<file path="src/rtl/cmctl_pkg.sv">
package cmctl_pkg;

    localparam int DW = 32;

    // register indices (byte offset >> 2)
    localparam int IX_CTRL     = 3;
    localparam int IX_OSC      = 4;
    localparam int IX_LOCK     = 5;
    localparam int IX_AUX      = 7;
    localparam int IX_SDRAM    = 8;
    localparam int IX_INIT     = 9;
    localparam int IX_FLG_SET  = 12;
    localparam int IX_FLG_CLR  = 13;
    localparam int IX_NVF_SET  = 14;
    localparam int IX_NVF_CLR  = 15;
    localparam int IX_IRQ_STAT = 16;
    localparam int IX_IRQ_RAW  = 17;
    localparam int IX_IRQ_SET  = 18;
    localparam int IX_IRQ_CLR  = 19;
    localparam int IX_SWI_SET  = 20;
    localparam int IX_SWI_CLR  = 21;
    localparam int IX_FIQ_STAT = 24;
    localparam int IX_FIQ_RAW  = 25;
    localparam int IX_FIQ_SET  = 26;
    localparam int IX_FIQ_CLR  = 27;

    localparam int SPD_LO      = 64;
    localparam int SPD_HI      = 128;   // exclusive
    localparam int TAG_FIRST   = 73;
    localparam int TAG_LEN     = 8;

    localparam logic [15:0]   UNLOCK_KEY = 16'hA05F;
    localparam logic [DW-1:0] RST_OSC    = 32'h0100_0048;
    localparam logic [DW-1:0] RST_AUX    = 32'h0007_FEFF;
    localparam logic [DW-1:0] RST_SDRAM  = 32'h0001_1122;
    localparam logic [DW-1:0] RST_INIT   = 32'h0000_0112;

    typedef struct packed {
        logic [7:0]    ctrl;
        logic [15:0]   lock;
        logic [DW-1:0] sdram;
        logic [DW-1:0] init;
        logic [DW-1:0] rdata;
    } core_st_t;

    typedef struct packed {
        logic          level;
        logic [DW-1:0] irq_en;
        logic [DW-1:0] fiq_en;
        logic          irq_out;
    } int_st_t;

    // SPD table entry: tag characters at entries 73..80, zero elsewhere
    function automatic logic [7:0] spd_byte(input int idx, input logic [8*TAG_LEN-1:0] tag);
        int k;
        logic [7:0] b;
        b = 8'h00;
        if (idx >= TAG_FIRST && idx < TAG_FIRST + TAG_LEN) begin
            k = idx - TAG_FIRST;
            b = tag[8*(TAG_LEN-1-k) +: 8];
        end
        return b;
    endfunction

endpackage

</file>
<file path="src/rtl/cmctl_keyed_reg.sv">
module cmctl_keyed_reg #(
    parameter int          W       = 32,
    parameter logic [W-1:0] RST_VAL = '0
) (
    input  logic         clk,
    input  logic         rst_n,
    input  logic         wr_en,
    input  logic         unlocked,
    input  logic [W-1:0] wdata,
    output logic [W-1:0] q
);

    logic [W-1:0] val_d, val_q;

    always_comb begin
        val_d = val_q;
        if (wr_en && unlocked) begin
            val_d = wdata;
        end
    end

    always_ff @(posedge clk or negedge rst_n) begin
        if (!rst_n) val_q <= RST_VAL;
        else        val_q <= val_d;
    end

    assign q = val_q;

    AST_KEY_BLOCKS_WRITE: assert property (@(posedge clk) disable iff (!rst_n)
        !(wr_en && unlocked) |=> $stable(q)) else $error("keyed reg changed while locked");

    AST_KEY_ALLOWS_WRITE: assert property (@(posedge clk) disable iff (!rst_n)
        (wr_en && unlocked) |=> (q == $past(wdata))) else $error("keyed write lost");

endmodule

</file>
<file path="src/rtl/cmctl_setclr.sv">
module cmctl_setclr #(
    parameter int W = 32
) (
    input  logic         clk,
    input  logic         rst_n,
    input  logic         set_en,
    input  logic         clr_en,
    input  logic [W-1:0] wdata,
    output logic [W-1:0] q
);

    logic [W-1:0] bits_d, bits_q;

    always_comb begin
        bits_d = bits_q;
        if (set_en)      bits_d = bits_q | wdata;
        else if (clr_en) bits_d = bits_q & ~wdata;
    end

    always_ff @(posedge clk or negedge rst_n) begin
        if (!rst_n) bits_q <= '0;
        else        bits_q <= bits_d;
    end

    assign q = bits_q;

    AST_SET_BITS_LAND: assert property (@(posedge clk) disable iff (!rst_n)
        set_en |=> ((q & $past(wdata)) == $past(wdata))) else $error("set bits missing");

    AST_CLR_BITS_GONE: assert property (@(posedge clk) disable iff (!rst_n)
        (clr_en && !set_en) |=> ((q & $past(wdata)) == '0)) else $error("clear bits remain");

endmodule

</file>
<file path="src/rtl/cmctl_irq.sv">
module cmctl_irq
    import cmctl_pkg::*;
(
    input  logic          clk,
    input  logic          rst_n,
    input  logic          irq_set,
    input  logic          irq_clr,
    input  logic          fiq_set,
    input  logic          fiq_clr,
    input  logic          swi_set,
    input  logic          swi_clr,
    input  logic [DW-1:0] wdata,
    output logic          level,
    output logic [DW-1:0] irq_en,
    output logic [DW-1:0] fiq_en,
    output logic          core_int
);

    int_st_t st_d, st_q;

    always_comb begin
        st_d = st_q;
        if (irq_set) st_d.irq_en = st_q.irq_en | wdata;
        if (irq_clr) st_d.irq_en = st_q.irq_en & ~wdata;
        if (fiq_set) st_d.fiq_en = st_q.fiq_en | wdata;
        if (fiq_clr) st_d.fiq_en = st_q.fiq_en & ~wdata;
        if (swi_set && wdata[0]) st_d.level = 1'b1;
        if (swi_clr && wdata[0]) st_d.level = 1'b0;
        // output follows the registered state of the previous cycle
        st_d.irq_out = st_q.level & (st_q.irq_en[0] | st_q.fiq_en[0]);
    end

    always_ff @(posedge clk or negedge rst_n) begin
        if (!rst_n) st_q <= '0;
        else        st_q <= st_d;
    end

    assign level    = st_q.level;
    assign irq_en   = st_q.irq_en;
    assign fiq_en   = st_q.fiq_en;
    assign core_int = st_q.irq_out;

    AST_INT_ONE_CYCLE: assert property (@(posedge clk) disable iff (!rst_n)
        1'b1 |=> (core_int == $past(level & (irq_en[0] | fiq_en[0])))) else $error("core_int timing");

    AST_SWI_BIT0_ONLY: assert property (@(posedge clk) disable iff (!rst_n)
        ((swi_set || swi_clr) && !wdata[0]) |=> $stable(level)) else $error("swi moved on bit>0");

    AST_SWI_SETS: assert property (@(posedge clk) disable iff (!rst_n)
        (swi_set && wdata[0]) |=> level) else $error("swi not set");

endmodule

</file>
<file path="src/rtl/cmctl_regs.sv">
module cmctl_regs
    import cmctl_pkg::*;
#(
    parameter int                    IDX_W   = 10,
    parameter logic [8*TAG_LEN-1:0]  SPD_TAG = 64'h434D_5245_4753_3031
) (
    input  logic             clk,
    input  logic             rst_n,
    input  logic             bus_sel,
    input  logic             bus_wr,
    input  logic [IDX_W-1:0] bus_idx,
    input  logic [DW-1:0]    bus_wdata,
    output logic [DW-1:0]    bus_rdata,
    output logic             remap_boot,
    output logic             led_green,
    output logic             core_int
);

    localparam int N_FLAG = 2;   // volatile, non-volatile

    logic    wr_stb, rd_stb;
    int      ix;
    core_st_t st_d, st_q;

    assign wr_stb = bus_sel & bus_wr;
    assign rd_stb = bus_sel & ~bus_wr;
    assign ix     = int'(bus_idx);

    function automatic logic hit(input int target);
        return wr_stb && (ix == target);
    endfunction

    // keyed oscillator words
    logic          unlocked;
    logic [DW-1:0] osc_q, aux_q;

    assign unlocked = (st_q.lock == UNLOCK_KEY);

    cmctl_keyed_reg #(.W(DW), .RST_VAL(RST_OSC)) u_osc (
        .clk(clk), .rst_n(rst_n), .wr_en(hit(IX_OSC)), .unlocked(unlocked),
        .wdata(bus_wdata), .q(osc_q));

    cmctl_keyed_reg #(.W(DW), .RST_VAL(RST_AUX)) u_aux (
        .clk(clk), .rst_n(rst_n), .wr_en(hit(IX_AUX)), .unlocked(unlocked),
        .wdata(bus_wdata), .q(aux_q));

    // flag words
    logic [DW-1:0] flag_q [N_FLAG];
    localparam int FLAG_SET_IX [N_FLAG] = '{IX_FLG_SET, IX_NVF_SET};
    localparam int FLAG_CLR_IX [N_FLAG] = '{IX_FLG_CLR, IX_NVF_CLR};

    for (genvar g = 0; g < N_FLAG; g++) begin : g_flag
        cmctl_setclr #(.W(DW)) u_flag (
            .clk(clk), .rst_n(rst_n),
            .set_en(hit(FLAG_SET_IX[g])), .clr_en(hit(FLAG_CLR_IX[g])),
            .wdata(bus_wdata), .q(flag_q[g]));
    end

    // interrupt source
    logic          lvl;
    logic [DW-1:0] irq_en, fiq_en;

    cmctl_irq u_irq (
        .clk(clk), .rst_n(rst_n),
        .irq_set(hit(IX_IRQ_SET)), .irq_clr(hit(IX_IRQ_CLR)),
        .fiq_set(hit(IX_FIQ_SET)), .fiq_clr(hit(IX_FIQ_CLR)),
        .swi_set(hit(IX_SWI_SET)), .swi_clr(hit(IX_SWI_CLR)),
        .wdata(bus_wdata), .level(lvl), .irq_en(irq_en), .fiq_en(fiq_en),
        .core_int(core_int));

    // read multiplexer
    logic [DW-1:0] rd_val;

    always_comb begin
        rd_val = '0;
        if (ix >= SPD_LO && ix < SPD_HI) begin
            rd_val = {24'h0, spd_byte(ix, SPD_TAG)};
        end else begin
            case (ix)
                IX_CTRL:     rd_val = {24'h0, st_q.ctrl};
                IX_OSC:      rd_val = osc_q;
                IX_LOCK:     rd_val = {16'h0, st_q.lock};
                IX_AUX:      rd_val = aux_q;
                IX_SDRAM:    rd_val = st_q.sdram;
                IX_INIT:     rd_val = st_q.init;
                IX_FLG_SET:  rd_val = flag_q[0];
                IX_NVF_SET:  rd_val = flag_q[1];
                IX_IRQ_STAT: rd_val = {31'h0, lvl & irq_en[0]};
                IX_IRQ_RAW:  rd_val = {31'h0, lvl};
                IX_IRQ_SET:  rd_val = irq_en;
                IX_SWI_SET:  rd_val = {31'h0, lvl};
                IX_FIQ_STAT: rd_val = {31'h0, lvl & fiq_en[0]};
                IX_FIQ_RAW:  rd_val = {31'h0, lvl};
                IX_FIQ_SET:  rd_val = fiq_en;
                default:     rd_val = '0;
            endcase
        end
    end

    // local state
    always_comb begin
        st_d = st_q;
        if (hit(IX_CTRL))  st_d.ctrl  = bus_wdata[7:0];
        if (hit(IX_LOCK))  st_d.lock  = bus_wdata[15:0];
        if (hit(IX_SDRAM)) st_d.sdram = bus_wdata;
        if (hit(IX_INIT))  st_d.init  = bus_wdata;
        if (rd_stb)        st_d.rdata = rd_val;
    end

    always_ff @(posedge clk or negedge rst_n) begin
        if (!rst_n) begin
            st_q       <= '0;
            st_q.sdram <= RST_SDRAM;
            st_q.init  <= RST_INIT;
        end else begin
            st_q <= st_d;
        end
    end

    assign bus_rdata  = st_q.rdata;
    assign led_green  = st_q.ctrl[0];
    assign remap_boot = ~st_q.ctrl[2];

    AST_LOCK_LOW16: assert property (@(posedge clk) disable iff (!rst_n)
        (wr_stb && ix == IX_LOCK) |=> (unlocked == ($past(bus_wdata[15:0]) == UNLOCK_KEY))) else $error("lock width");

    AST_CTRL_OUTS: assert property (@(posedge clk) disable iff (!rst_n)
        (wr_stb && ix == IX_CTRL) |=> (remap_boot == !$past(bus_wdata[2]) && led_green == $past(bus_wdata[0]))) else $error("ctrl outputs");

    AST_RDATA_HOLD: assert property (@(posedge clk) disable iff (!rst_n)
        !rd_stb |=> $stable(bus_rdata)) else $error("rdata moved");

    AST_SPD_HIGH_ZERO: assert property (@(posedge clk) disable iff (!rst_n)
        (rd_stb && ix >= SPD_LO && ix < SPD_HI) |=> (bus_rdata[31:8] == 24'h0)) else $error("spd width");

endmodule

</file>
<file path="config.mk">
export PLATFORM = sky130hd
export DESIGN_NAME = cmctl_regs
export DESIGN_NICKNAME = d
export VERILOG_FILES = /design/src/rtl/cmctl_pkg.sv /design/src/rtl/cmctl_keyed_reg.sv /design/src/rtl/cmctl_setclr.sv /design/src/rtl/cmctl_irq.sv /design/src/rtl/cmctl_regs.sv
export SDC_FILE = /design/constraint.sdc
export NUM_CORES = 1
export LEC_CHECK = 0
export ABC_AREA = 1
export BUFFER_PORTS_ARGS = -buffer_cell sky130_fd_sc_hd__buf_4
export CAP_MARGIN = 40
export CORE_AREA = 2 2 176 178
export CTS_CLUSTER_DIAMETER = 60
export DETAILED_ROUTE_END_ITERATION = 7
export DIE_AREA = 0 0 178 180
export PLACE_DENSITY_LB_ADDON = 0.1
export SLEW_MARGIN = 20
export SYNTH_ARGS = -nofsm -noshare
export SYNTH_HDL_FRONTEND = slang
export SYNTH_HIERARCHICAL = 1
export SYNTH_SLANG_ARGS = --single-unit
</file>
<file path="constraint.sdc">
create_clock -name clk -period 3.3 [get_ports clk]
set_input_delay 0.165 -clock clk [delete_from_list [all_inputs] [get_ports clk]]
set_output_delay 0.165 -clock clk [all_outputs]
set_load 0.05 [all_outputs]
</file>
==> metrics.csv, run 1 <==
metric,value,unit
Wirelength per Cell,17.5,um
Max VDD drop,0.355,mV
multi-input logic area,0.00675,mm^2
compound-cell area share of the yosys netlist,4.78,%
Tmin final,2.52,ns
Die Span Y,180,um
Post-Syn Instances,2212,
Slew Limit Headroom,43.9,%
"Core Util, Final",61.2,%
largest family of logic cells by synthesized area,simple AND/OR/NAND/NOR gates,
Setup Crit Path Kind,reg2reg,
Syn Area/Cell,7.40,um^2
Final GP Congestion,0.880,
TritonCTS buffer count,37,
Pleak,9.81,nW
Power Density,450,mW/mm^2
"Hold Vio Cnt, Final",0,
CTS tree,done,
Worst Setup EP,u_osc/q[17],
Final setup viols,0,
Most used DFF post-synth,dfrtp_1,
vias per cell,5.26,
"Clk Latency, worst-skew pair",0.54,ns
row count,64,
Register Area,0.00789,mm^2
clk buf depth,3,
post-synthesis mux area share,0,%
FF-to-FF End,u_osc/q[17],
"most common cell after layout, fill and taps aside",nand2_1,
#FFs+latches synth,314,
min-delay worst type,in2reg,
clock slew at reported path FFs,0.06,ns
vias in the first global route,13400,
clock net sink count,314,
clock skew,0.0181,ns
actual slew at the worst max-slew pin,0.840,ns
Syn Std Cell Area,0.0164,mm^2
Max-Cap Viols,0,
RSZ-0062 raised after global routing,no,
first-pass GRT wire length,75000,um
FF-to-FF setup slack,0.78,ns
DR iter-0 viols,1183,
vias,14200,
FF-to-FF Start,st_q[110],
router iterations before antenna repair,6,
CTS Root Cell,clkbuf_16,
Worst Setup End Kind,flop,
most frequent cells in the layout,"nand2_1 (1109), dfrtp_1 (285), inv_1 (208)",
largest net degree at the start of global routing,102,
Congestion Overflow GR,0,
layout cells sized above 1,12.1,%
start point of the critical path,st_q[110],
post-synthesis xor/xnor area fraction,0,%
Post-Synth Adder-Cell Area,0.382,%
"Async S/R FF share, synth",100,%
CORE AREA,0.0302,mm^2
fin nets,2331,
ant diodes,0,
Synth Area in Simple Gates,35.7,%
antenna-violating nets left,0,
residual DRC count,0,
Syn Nets,2263,
Ys Warns,6,
register area share after synthesis,48.2,%
PostCTS Resize Cnt,0,
f_max,0.397,GHz
Port Buffers,80,
HPWL reported at the end of detailed placement,29400,um
ratio of final minimum period to clock period,76.4,%
pins over their slew limit,0,
worst-path maximum fanout,42,
Fill cells,2758,
CTS H-tree depth,2,
Starting Density,54.3,%
Post-synth EDFFs,0,
critical path arrival,2.94,ns
library cells used by synthesis,40,
Die Wd,178,um
R2R depth,7,
critical path required time,3.72,ns
antenna violations before repair,0,
Tot GR Track Use,30.2,%
Worst setup SP type,flop,
Boundary Pins,81,
area delta synth->final,12.8,%
Setup TNS,0,ns
status,"finished, final reports clean",
DRT Wirelength,47300,um
die area,0.0320,mm^2
## where the power goes
part,internal [mW],switching (mW)
clock,2.39,1.63
sequential,3.88,0.0132
combinational,0.116,0.293
## per-stage QoR
stage               hold WS (ns)  power, mW  worst slack, ns  std cells  area, um^2
floorplan                 -0.131       4.08             1.50       2212       16400
finish                     0.162       8.32            0.778       2705       18500
global route               0.174       8.58            0.667       2705       18500
CTS                        0.144       8.37            0.822       2705       18500
global placement           0.288       4.33            0.884       2604       16900
detailed placement         0.277       4.34            0.845       2604       16900
## per-layer routing
layer / global-route usage [%] / share of wire, % / wire length, um / up-vias
met4: 9.38 / 3.2 / 1530 / 0
met3: 5.37 / 7.6 / 3610 / 88
met5: 0 / 0 / 0 / -
met2: 45.9 / 44 / 20700 / 509
li1: - / - / - / 6873
met1: 43.9 / 45 / 21400 / 6756
## timing repair
item | 4_1_cts | 5_1_grt
hold endpoints to repair | 308 | 0
buffers inserted | 0 | 0
hold buffers | 33 | 0
## final cells by class
type	count	area share, %
tap	396	2.68
clock inverter	7	0.311
timing repair buffer	154	7.15
sequential	314	42.7
multi-input combinational	1557	36.5
clock buffer	61	6.22
inverter	216	4.41
## worst min path at each step
stage                    start      endpoint  slack [ns]  cells after the start
global placement         rst_n  bus_rdata[1]        0.29                      1
floorplan                rst_n  bus_rdata[0]       -0.13                      0
global route        bus_idx[0]  bus_rdata[0]        0.17                      4
finish              bus_idx[0]  bus_rdata[0]        0.16                      4
CTS                 bus_idx[0]  bus_rdata[0]        0.14                      4
detailed placement       rst_n  bus_rdata[1]        0.28                      1
## synth_stat cells (3+ instances only)
cell type / instances / area [um^2]
nor2_1: 72 / 270
o21ai_0: 79 / 395
o21ai_1: 21 / 105
nand2_2: 27 / 169
nand2_4: 3 / 33.8
nor3_1: 8 / 40.0
a22oi_1: 19 / 143
nand3_1: 137 / 686
buf_6: 32 / 360
buf_2: 16 / 80.1
dfstp_2: 29 / 762
nand3b_1: 10 / 75.1
nor3_4: 3 / 48.8
inv_1: 208 / 781
nand4_1: 15 / 93.8
clkbuf_1: 18 / 67.6
dfrtp_1: 285 / 7130
buf_4: 54 / 405
nor2_2: 6 / 37.5
ha_1: 5 / 62.6
inv_2: 5 / 18.8
nand2_1: 1109 / 4160
nor2_4: 8 / 90.1
a21oi_1: 19 / 95.1
## logic make-up after synthesis
group,count (synthesis)
buffers and inverters,341
adder cells (fa/ha/maj),5
AND/OR/NAND/NOR,1409
AO/OA/AOI/OAI,143
flip-flops,314
## critical path, cell delays in order, from the launching register on
cell and delay, ns:
dfrtp_1 0.40, nor4b_1 0.54, nand2_1 0.18, nor3_2 0.48, buf_12 0.32, nand2_8 0.26
nand2_1 0.15, nand2_1 0.06
No activity file was read; power rests on OpenSTA's default activity.
==> inputs of run 2 (changes only) <==
clock period = 2.3 ns   (was 3.3 ns; I/O delays follow)
==> run 2 against run 1 <==
Final cell count rose by 0.44%; register-to-register slack got worse by 0.49 ns; largest cell class unchanged; global-route usage rose by 1.0 points; via count rose by 0.86%; utilization rose by 0.80 points; largest power group unchanged; total power rose by 46%; sequential share of layout area fell by 0.55 points; non-clock buffer count rose by 13; fmax rose by 26%; combinational power rose by 44%; clock power rose by 50%.
==> metrics.csv, run 2 (synthesis gave the netlist of run 1 again) <==
metric,value,unit
status,"finished, final reports clean",
row count,64,
Worst setup SP type,flop,
CTS tree,done,
Port Buffers,80,
clock net sink count,314,
vias in the first global route,14100,
CTS Root Cell,clkbuf_16,
critical path arrival,2.42,ns
Final GP Congestion,0.925,
Setup Crit Path Kind,reg2reg,
Worst Setup End Kind,flop,
Slew Limit Headroom,57.0,%
FF-to-FF setup slack,0.29,ns
fin nets,2344,
RSZ-0062 raised after global routing,no,
ratio of final minimum period to clock period,87.3,%
"Core Util, Final",62.0,%
dpl cells,2617,
"Cell Chain, Critical Path","nor4b_2, nand2_1, nor3_2, buf_12, nand2_8, nand2_1, nand2_1",
Tmin final,2.01,ns
Die Span Y,180,um
critical path required time,2.71,ns
Pleak,9.93,nW
critical-path cell with the highest stage delay,dfrtp_1,
Max-Cap Viols,0,
router iterations before antenna repair,5,
FF-to-FF Start,st_q[110],
clock skew,0.0187,ns
hold path start,bus_idx[0],
Final Non-Filler Cells,2717,
antenna-violating nets left,0,
Wirelength per Cell,17.8,um
TritonCTS buffer count,37,
Crit path top cell by count,nand2_1,
Congestion Overflow GR,0,
"Buf+Inv Stages, Crit Path",1,
start point of the critical path,st_q[110],
Die Wd,178,um
vias per cell,5.28,
CP top delay family,simple AND/OR/NAND/NOR gates,
area delta synth->final,14.3,%
HPWL reported at the end of detailed placement,30200,um
Setup TNS,0,ns
Post-CTS Repair Setup Buffers,0,
residual DRC count,0,
"most common cell after layout, fill and taps aside",nand2_1,
largest net degree at the start of global routing,91,
most frequent cells in the layout,"nand2_1 (1109), dfrtp_1 (285), inv_1 (208)",
Final setup viols,0,
Tot GR Track Use,31.2,%
Starting Density,54.3,%
ant diodes,0,
CORE AREA,0.0302,mm^2
DRT Wirelength,48300,um
pins over their slew limit,0,
Boundary Pins,81,
clk buf depth,3,
CTS H-tree depth,2,
die area,0.0320,mm^2
"Hold Vio Cnt, Final",0,
Power Density,651,mW/mm^2
antenna violations before repair,0,
"Clk Latency, worst-skew pair",0.53,ns
DR iter-0 viols,1334,
Max VDD drop,0.691,mV
max incr delay on CP,0.40,ns
worst-path maximum fanout,39,
actual slew at the worst max-slew pin,0.642,ns
first-pass GRT wire length,77400,um
min-delay worst type,in2reg,
vias,14300,
clock slew at reported path FFs,0.06,ns
f_max,0.498,GHz
layout cells sized above 1,12.9,%
[run 2: timing repair]
item,CTS,global route
hold buffers,33,0
hold endpoints to repair,427,0
gates resized for setup,0,1
setup endpoints to repair,0,33
[run 2: where the power goes]
part	switching (mW)	internal [mW]	leakage, nW
clock	2.37	3.63	0.617
sequential	0.0195	5.56	3.94
combinational	0.424	0.168	5.38
[run 2: layer usage]
layer	global-route usage (%)	part of all wire, %	up-vias
met5	0	0	-
met4	10.2	3.3	0
met3	4.67	7.8	121
met2	48.9	45	569
met1	44.4	44	6756
li1	-	-	6903
[run 2: per-stage QoR]
stage	hold slack [ns]	setup slack (ns)	area (um^2)	total power, mW
floorplan	-0.181	0.550	16400	5.86
global placement	0.0678	0.218	17100	6.22
detailed placement	0.0696	0.193	17100	6.22
CTS	0.0508	0.168	18700	12.3
global route	0.0872	0.109	18700	12.5
finish	0.0584	0.292	18700	12.2
[run 2: worst min-delay path, stage by stage]
cell      delay (ns)
buf_4           0.11
a21oi_1         0.07
a21boi_0        0.17
nand2_1         0.07
[run 2: worst paths after layout]
| kind | end | depth (start not counted) |
|---|---|---|
| max in group asynchronous | u_osc/q[24] | 3 |
| worst min-delay path | bus_rdata[0] | 4 |
| worst min register to register | u_osc/q[24] | 2 |
| min in group asynchronous | bus_rdata[3] | 2 |
| worst max register to register | u_osc/q[20] | 7 |
| worst max-delay path | u_osc/q[20] | 7 |
[run 2: cell type report]
cell class	instances	area, um^2
clock buffer	55	1120
timing repair buffer	167	1490
tap	396	495
inverter	216	816
clock inverter	12	144
fill	2738	11500
sequential	314	7890
multi-input combinational	1557	6750
